### config.mk
export PLATFORM = sky130hd
export DESIGN_NAME = dt_comp_pair
export DESIGN_NICKNAME = d
export VERILOG_FILES = /design/src/rtl/dt_pkg.sv /design/src/rtl/dt_interval_timer.sv /design/src/rtl/dt_leg_steer.sv /design/src/rtl/dt_comp_pair.sv
export SDC_FILE = /design/constraint.sdc
export NUM_CORES = 1
export LEC_CHECK = 0
export CAP_MARGIN = 40
export CORE_AREA = 5 5 42 44
export DETAILED_ROUTE_END_ITERATION = 8
export DIE_AREA = 0 0 47 49
export PLACE_DENSITY = 0.64
export SYNTH_ARGS = -nofsm -noshare
export SYNTH_HDL_FRONTEND = slang
export SYNTH_HIERARCHICAL = 1
export SYNTH_SLANG_ARGS = --single-unit
### constraint.sdc
create_clock -name clk -period 1.25 [get_ports clk]
set_input_delay 0.1875 -clock clk [delete_from_list [all_inputs] [get_ports clk]]
set_output_delay 0.1875 -clock clk [all_outputs]
set_load 0.02 [all_outputs]
### src/rtl/dt_pkg.sv
package dt_pkg;

    localparam int DT_CODE_W    = 3;
    localparam int DT_STEP_CLKS = 2;

    typedef enum logic [1:0] {
        LEG_IDLE = 2'b00,
        LEG_HIGH = 2'b01,
        LEG_LOW  = 2'b10
    } leg_e;

    function automatic leg_e leg_for(input logic level);
        return level ? LEG_HIGH : LEG_LOW;
    endfunction

endpackage

### src/rtl/dt_interval_timer.sv
module dt_interval_timer #(
    parameter int CNT_W = 4
) (
    input  logic             clk,
    input  logic             rst,
    input  logic             load,
    input  logic [CNT_W-1:0] load_val,
    output logic             expired
);

    logic [CNT_W-1:0] cnt_q;

    always_ff @(posedge clk) begin
        if (rst) begin
            cnt_q <= '0;
        end else if (load) begin
            cnt_q <= load_val;
        end else if (cnt_q != '0) begin
            cnt_q <= cnt_q - CNT_W'(1);
        end
    end

    assign expired = (cnt_q <= CNT_W'(1));

    a_r1_timer_cleared: assert property (@(posedge clk)
        rst |=> (cnt_q == '0));

    a_r9_load_value: assert property (@(posedge clk) disable iff (rst)
        load |=> (cnt_q == $past(load_val)));

    a_r3_countdown: assert property (@(posedge clk) disable iff (rst)
        (!load && cnt_q != '0) |=> (cnt_q == $past(cnt_q) - CNT_W'(1)));

endmodule

### src/rtl/dt_leg_steer.sv
module dt_leg_steer
    import dt_pkg::*;
(
    input  logic clk,
    input  logic rst,
    input  logic raw,
    input  logic zero_dt,
    input  logic expired,
    output leg_e leg,
    output logic load
);

    leg_e leg_q, leg_d;
    logic turn_off;

    assign turn_off = (leg_q == LEG_HIGH && !raw) || (leg_q == LEG_LOW && raw);
    assign load     = turn_off && !zero_dt;

    always_comb begin
        leg_d = leg_q;
        if (turn_off) begin
            leg_d = zero_dt ? leg_for(raw) : LEG_IDLE;
        end else if (leg_q == LEG_IDLE && expired) begin
            leg_d = leg_for(raw);
        end
    end

    always_ff @(posedge clk) begin
        if (rst) leg_q <= LEG_IDLE;
        else     leg_q <= leg_d;
    end

    assign leg = leg_q;

    a_r3_hold_idle: assert property (@(posedge clk) disable iff (rst)
        (leg_q == LEG_IDLE && !expired) |=> (leg_q == LEG_IDLE));

    a_r2_steady_hold: assert property (@(posedge clk) disable iff (rst)
        (leg_q == leg_for(raw)) |=> (leg_q == $past(leg_q)));

endmodule

### src/rtl/dt_comp_pair.sv
module dt_comp_pair
    import dt_pkg::*;
#(
    parameter int CODE_W    = DT_CODE_W,
    parameter int STEP_CLKS = DT_STEP_CLKS
) (
    input  logic              clk,
    input  logic              rst,
    input  logic              pwm_raw,
    input  logic [CODE_W-1:0] dt_code,
    output logic              drv_hi,
    output logic              drv_lo
);

    localparam int MAX_CLKS = ((1 << CODE_W) - 1) * STEP_CLKS;
    localparam int CNT_W    = $clog2(MAX_CLKS + 1);
    localparam logic [CNT_W-1:0] STEP_V = CNT_W'(STEP_CLKS);

    logic [CNT_W-1:0] interval;
    logic             zero_dt;
    logic             load;
    logic             expired;
    leg_e             leg;

    assign interval = CNT_W'(dt_code) * STEP_V;
    assign zero_dt  = (dt_code == '0);

    dt_interval_timer #(.CNT_W(CNT_W)) timer_i (
        .clk      (clk),
        .rst      (rst),
        .load     (load),
        .load_val (interval),
        .expired  (expired)
    );

    dt_leg_steer steer_i (
        .clk     (clk),
        .rst     (rst),
        .raw     (pwm_raw),
        .zero_dt (zero_dt),
        .expired (expired),
        .leg     (leg),
        .load    (load)
    );

    assign drv_hi = (leg == LEG_HIGH);
    assign drv_lo = (leg == LEG_LOW);

    a_r8_no_overlap: assert property (@(posedge clk)
        !(drv_hi && drv_lo));

    a_r1_reset_low: assert property (@(posedge clk)
        rst |=> (!drv_hi && !drv_lo));

    a_r3_guard_start: assert property (@(posedge clk) disable iff (rst)
        ((drv_hi && !pwm_raw) || (drv_lo && pwm_raw)) && !zero_dt
        |=> (!drv_hi && !drv_lo));

    a_r4_direct_switch: assert property (@(posedge clk) disable iff (rst)
        (drv_hi && !pwm_raw && zero_dt) |=> drv_lo);

endmodule

-- Yosys cells after proc, flatten, opt, wreduce, memory -nomap -nowiden
Cells that the tools add are included.
- flip-flop bits (word level): 6
- output and inout bits: 2
- logic and storage cells: 26
- add/sub/neg operators: 1
- magnitude comparators: 1
- equality and inequality tests: 2
- muxes and demuxes: 6
- reductions and logical operators: 13
- operators by type and width (kind ; number):
    $mux W2 ; 4
    $mux W4 ; 2
    $le A4 B1 Y1 const B ; 1
    $logic_and A1 B1 Y1 ; 4
    $reduce_bool A2 Y1 ; 2
    $reduce_bool A4 Y1 ; 1
    $sub A4 B1 Y4 const B ; 1
    $logic_not A3 Y1 ; 1
    $eq A2 B1 Y1 const B ; 1
    $eq A2 B2 Y1 const B ; 1
    $logic_not A1 Y1 ; 2
    $logic_not A2 Y1 ; 1
    $reduce_or A2 Y1 ; 1
    $logic_or A1 B1 Y1 ; 1

-- Longest topological paths before layout
- word-level depth: 5
- gate-level depth with buffers: 6
- gate-level depth less buffers: 6

-- Cells and area by module
Netlist, hierarchy kept.
- by module, submodules not included (module ; times used ; cells each ; area an instance (um2) ; sequential area each (um2)):
    dt_interval_timer ; 1 ; 27 ; 252.7 ; 80.1
    dt_leg_steer ; 1 ; 15 ; 135.1 ; 40.0
    dt_comp_pair ; 1 ; 4 ; 23.8 ; 0.0

-- Worst setup path before layout
No wires, ideal clock.
- path type: register to register
- from: reg steer_i.leg_q[0], in the netlist steer_i/leg[0]
- to: reg timer_i.cnt_q[3]
- setup time: 126 ps
- arrival time: 1233 ps
- required time: 1124 ps
- slack: -109 ps
- cell stages (with the launch flop): 5
- path buffers: 0
- cell sequence: dfxtp_1 or3b_1 a21oi_1 or2_2 o32ai_1
- longest elaborated chain between the ends: 5
- ends and longest elaborated chain (element ; line ; text):
    from (decl) ; dt_leg_steer.sv:13 ; leg_e leg_q, leg_d;
    from (signal assigned) ; dt_leg_steer.sv:30 ; else leg_q <= leg_d;
    $eq A2 B1 Y1 / $eq A2 B2 Y1 (equally long branches) ; dt_leg_steer.sv:16 ; assign turn_off = (leg_q == LEG_HIGH && !raw) || (leg_q == LEG_LOW && raw);
    $logic_and A1 B1 Y1 ; dt_leg_steer.sv:16 ;
    $logic_or A1 B1 Y1 * ; dt_leg_steer.sv:16 ;
    $logic_and A1 B1 Y1 * ; dt_leg_steer.sv:17 ; assign load = turn_off && !zero_dt;
    net load ; dt_comp_pair.sv:21 ; logic load;
    $mux W4 / $reduce_bool A2 Y1 (equally long branches) ; -- ;
    to (signal assigned) ; dt_interval_timer.sv:17 ; cnt_q <= load_val;
    to (signal assigned) ; dt_interval_timer.sv:19 ; cnt_q <= cnt_q - CNT_W'(1);
    to (decl) ; dt_interval_timer.sv:11 ; logic [CNT_W-1:0] cnt_q;
The timed path passes the listed nets; every way through them passes the cells marked *.
A chain may end at the register's enable or synchronous reset.

-- Final worst setup path
- from: reg steer_i.leg_q[1], in the netlist steer_i/leg[1]
- to: reg timer_i.cnt_q[3]
The elaborated chain is that of the path after synthesis.

==> out/metrics.cfg <==
[status]
status = finished, violations left
violations = setup timing

[clock_network]
clk_pin_slew_ns = 0.05
cts-root-buf = clkbuf_4
cts_buffers = 3
clkLatencyLatePin_ns = 0.24
clock_sinks = 6
cts_tree = yes
h-tree-depth = 1
clock_path_buffers = 2

[worst_setup_path]
cp-end-kind = flip-flop
crit_fanout = 6
cp_data_required_time_ns = 1.37
crit_arrival_ns = 1.42
start_kind = flip-flop
timing.reg2reg.worst_path_depth = 4
critical_path_class = flip-flop to flip-flop

[floorplan]
core_region_area_um2 = 1400
io_pins = 8
initial_core_util_pct = 29.4
fp.dieH_um = 49
fp.dieW_um = 47
rows = 14
dieArea_um2 = 2300

[route]
vias_per_cell = 4.75
wl_met3_um = 67
drcViolationCount = 0
wl_per_cell_um = 11.5
dr_wl_met2_um = 513
firstDrtPassIters = 2
routed.top_layer = met3
detail-route-antenna-nets = 0
vias = 399
met1_length_um = 390
drt_iter0_markers = 2
routed_wl_um = 970

[pwr]
p_int_mw = 0.945
comb_power_share_pct = 64.4
pwr_density_cell_nw_per_um2 = 2210
seq_power_share_pct = 23.6
p_sw_share_pct = 36.8
p_sw_mw = 0.551
finalPower_mw = 1.50
vdd_drop_max_uv = 1260
p_clk_share_pct = 12.0
p_leak_nw = 0.278

[timing]
maxSlewViolCount = 0
fmax_ghz = 0.770
setup_violations = 4
setup_ws_ns = -0.0482
finalCriticalPeriod_ns = 1.30
rsz0062_at_grt = true
hold_viol_final = 0
skew_ns = 0.00408
post-route-period-util_pct = 104
tns_ns = -0.147

[synth]
synth.most_common_cell = dfxtp_1
synthTopCellsByCount = dfxtp_1 (6), nor2b_1 (5), nor3_1 (5)
synthTopCellsByArea = dfxtp_1 (29%), nor2b_1 (7.6%), ha_1 (6.1%), nor3_1 (6.1%), nor3b_4 (4.6%)
seq_area_frac_synth_pct = 29.2
async_flop_share_pct = 0
ys.flop_type = dfxtp_1
synth_edf_count = 0
yosysTopAreaCell = dfxtp_1
post_synth.cell_area_avg_um2 = 8.95
yosys_warnings = 6
syn_area_um2 = 412
yosys.area.top_type_share_pct = 29.2
synth_nets = 54
netlist_instances = 46
ys_ff_latch = 6
ys_types = 23

[final_layout]
n_antenna_cell = 0
final_cell_area_um2 = 676
finalNetCount = 78
drive_gt1_share_pct = 58.8
syn_to_final_growth_pct = 64.1

[global_routing]
antenna_found_initial = 0
first_global_vias = 402
gr-total-overflow = 0
grt_util_all_layers_pct = 9.67
grt_max_degree = 7
grt_first_pass_wirelength_um = 1620

[min_path]
hold_path.class = input port to flip-flop
min_path_cells = 3

[place]
pre_cts_ws_ns = -0.390
hpwlAfterDp_um = 739
gp_congestion = 0.695
postPlaceCellArea_um2 = 606
io_buffers = 7

[flow_run]
max_cap_violations = 0

[cells by family after synthesis]
kind of cell	Yosys count	share of synthesized area (%)
AND/OR/NAND/NOR	24	38.6
AO/OA/AOI/OAI	6	12.2
flip-flops	6	29.2
buffers and inverters	3	2.74
adder cells (fa/ha/maj)	2	6.08
XOR/XNOR	2	4.26
multiplexers	2	6.08
other	1	0.911
[sequential cells by signal, indices dropped and copies added (netlist names)]
register / count
steer_i/leg: 2
timer_i/cnt_q: 4
[worst max-delay path, cell delays in order (launching register included)]
cell	delay (ns)
dfxtp_2	0.33
or3b_4	0.40
a21oi_4	0.20
or2_4	0.18
o32ai_1	0.07
[placed cells by master, fill, tap and decap left out, drive strengths merged]
cell type and n:
and3b 1, inv 3, clkbuf 5, mux2i 1, a2111oi 1, nand2 3, clkdlybuf4s50 1, buf 12
nor2b 5, xnor2 2, a21oi 1, dfxtp 6, or3b 1, o32ai 2, or2 1, dlygate4sd2 4
nand3b 1, nor3 6, nor3b 1, and2b 1, conb 1, ha 2, o22ai 2, or2b 2
nor2 2, mux2 1
[final cells by class]
cell class	count	area (um^2)
fill	142	726
multi-input combinational	37	352
timing repair buffer	19	145
inverter	3	11.3
tap	16	20.0
clock buffer	3	22.5
sequential	6	125
[worst paths after layout]
path,start,end,slack (ns)
setup / recovery,steer_i/leg[1],timer_i/cnt_q[3],-0.05
hold reg to reg,steer_i/leg[0],steer_i/leg[0],0.62
setup reg to reg,steer_i/leg[1],timer_i/cnt_q[3],-0.05
hold / removal,dt_code[2],timer_i/cnt_q[3],0.39
[stage by stage]
step | std cells | hold WS (ns) | util (%)
global placement | 80 | 0.619 | 43.2
detailed placement | 80 | 0.622 | 43.2
finish | 84 | 0.386 | 48.2
floorplan | 46 | 0.249 | -
global route | 84 | 0.376 | 48.2
CTS | 83 | 0.344 | 46.5
[power by group through the flow]
| stage | clock [mW] | combinational [mW] | sequential [mW] |
|---|---|---|---|
| finish | 0.180 | 0.964 | 0.353 |
| global route | 0.205 | 1.05 | 0.370 |
| CTS | 0.194 | 0.900 | 0.353 |
| detailed placement | 0 | 0.864 | 0.350 |
| global placement | 0 | 0.853 | 0.347 |
| floorplan | 0 | 0.547 | 0.352 |
[timing repair]
item                                    CTS  global route
endpoints found under the hold margin     0             0
setup buffers                             0             1
resized for setup                        13             9
pin swaps                                 7             4
endpoints found under the setup margin    7             7
hold buffers                              0             0
[routing by layer]
| layer | vias up | GRT usage (%) |
|---|---|---|
| met5 | - | 0 |
| met4 | 0 | 2.76 |
| met3 | 0 | 5.90 |
| li1 | 208 | - |
| met1 | 182 | 10.4 |
| met2 | 9 | 15.4 |
Note: power is estimated with default switching activity, not from simulation.
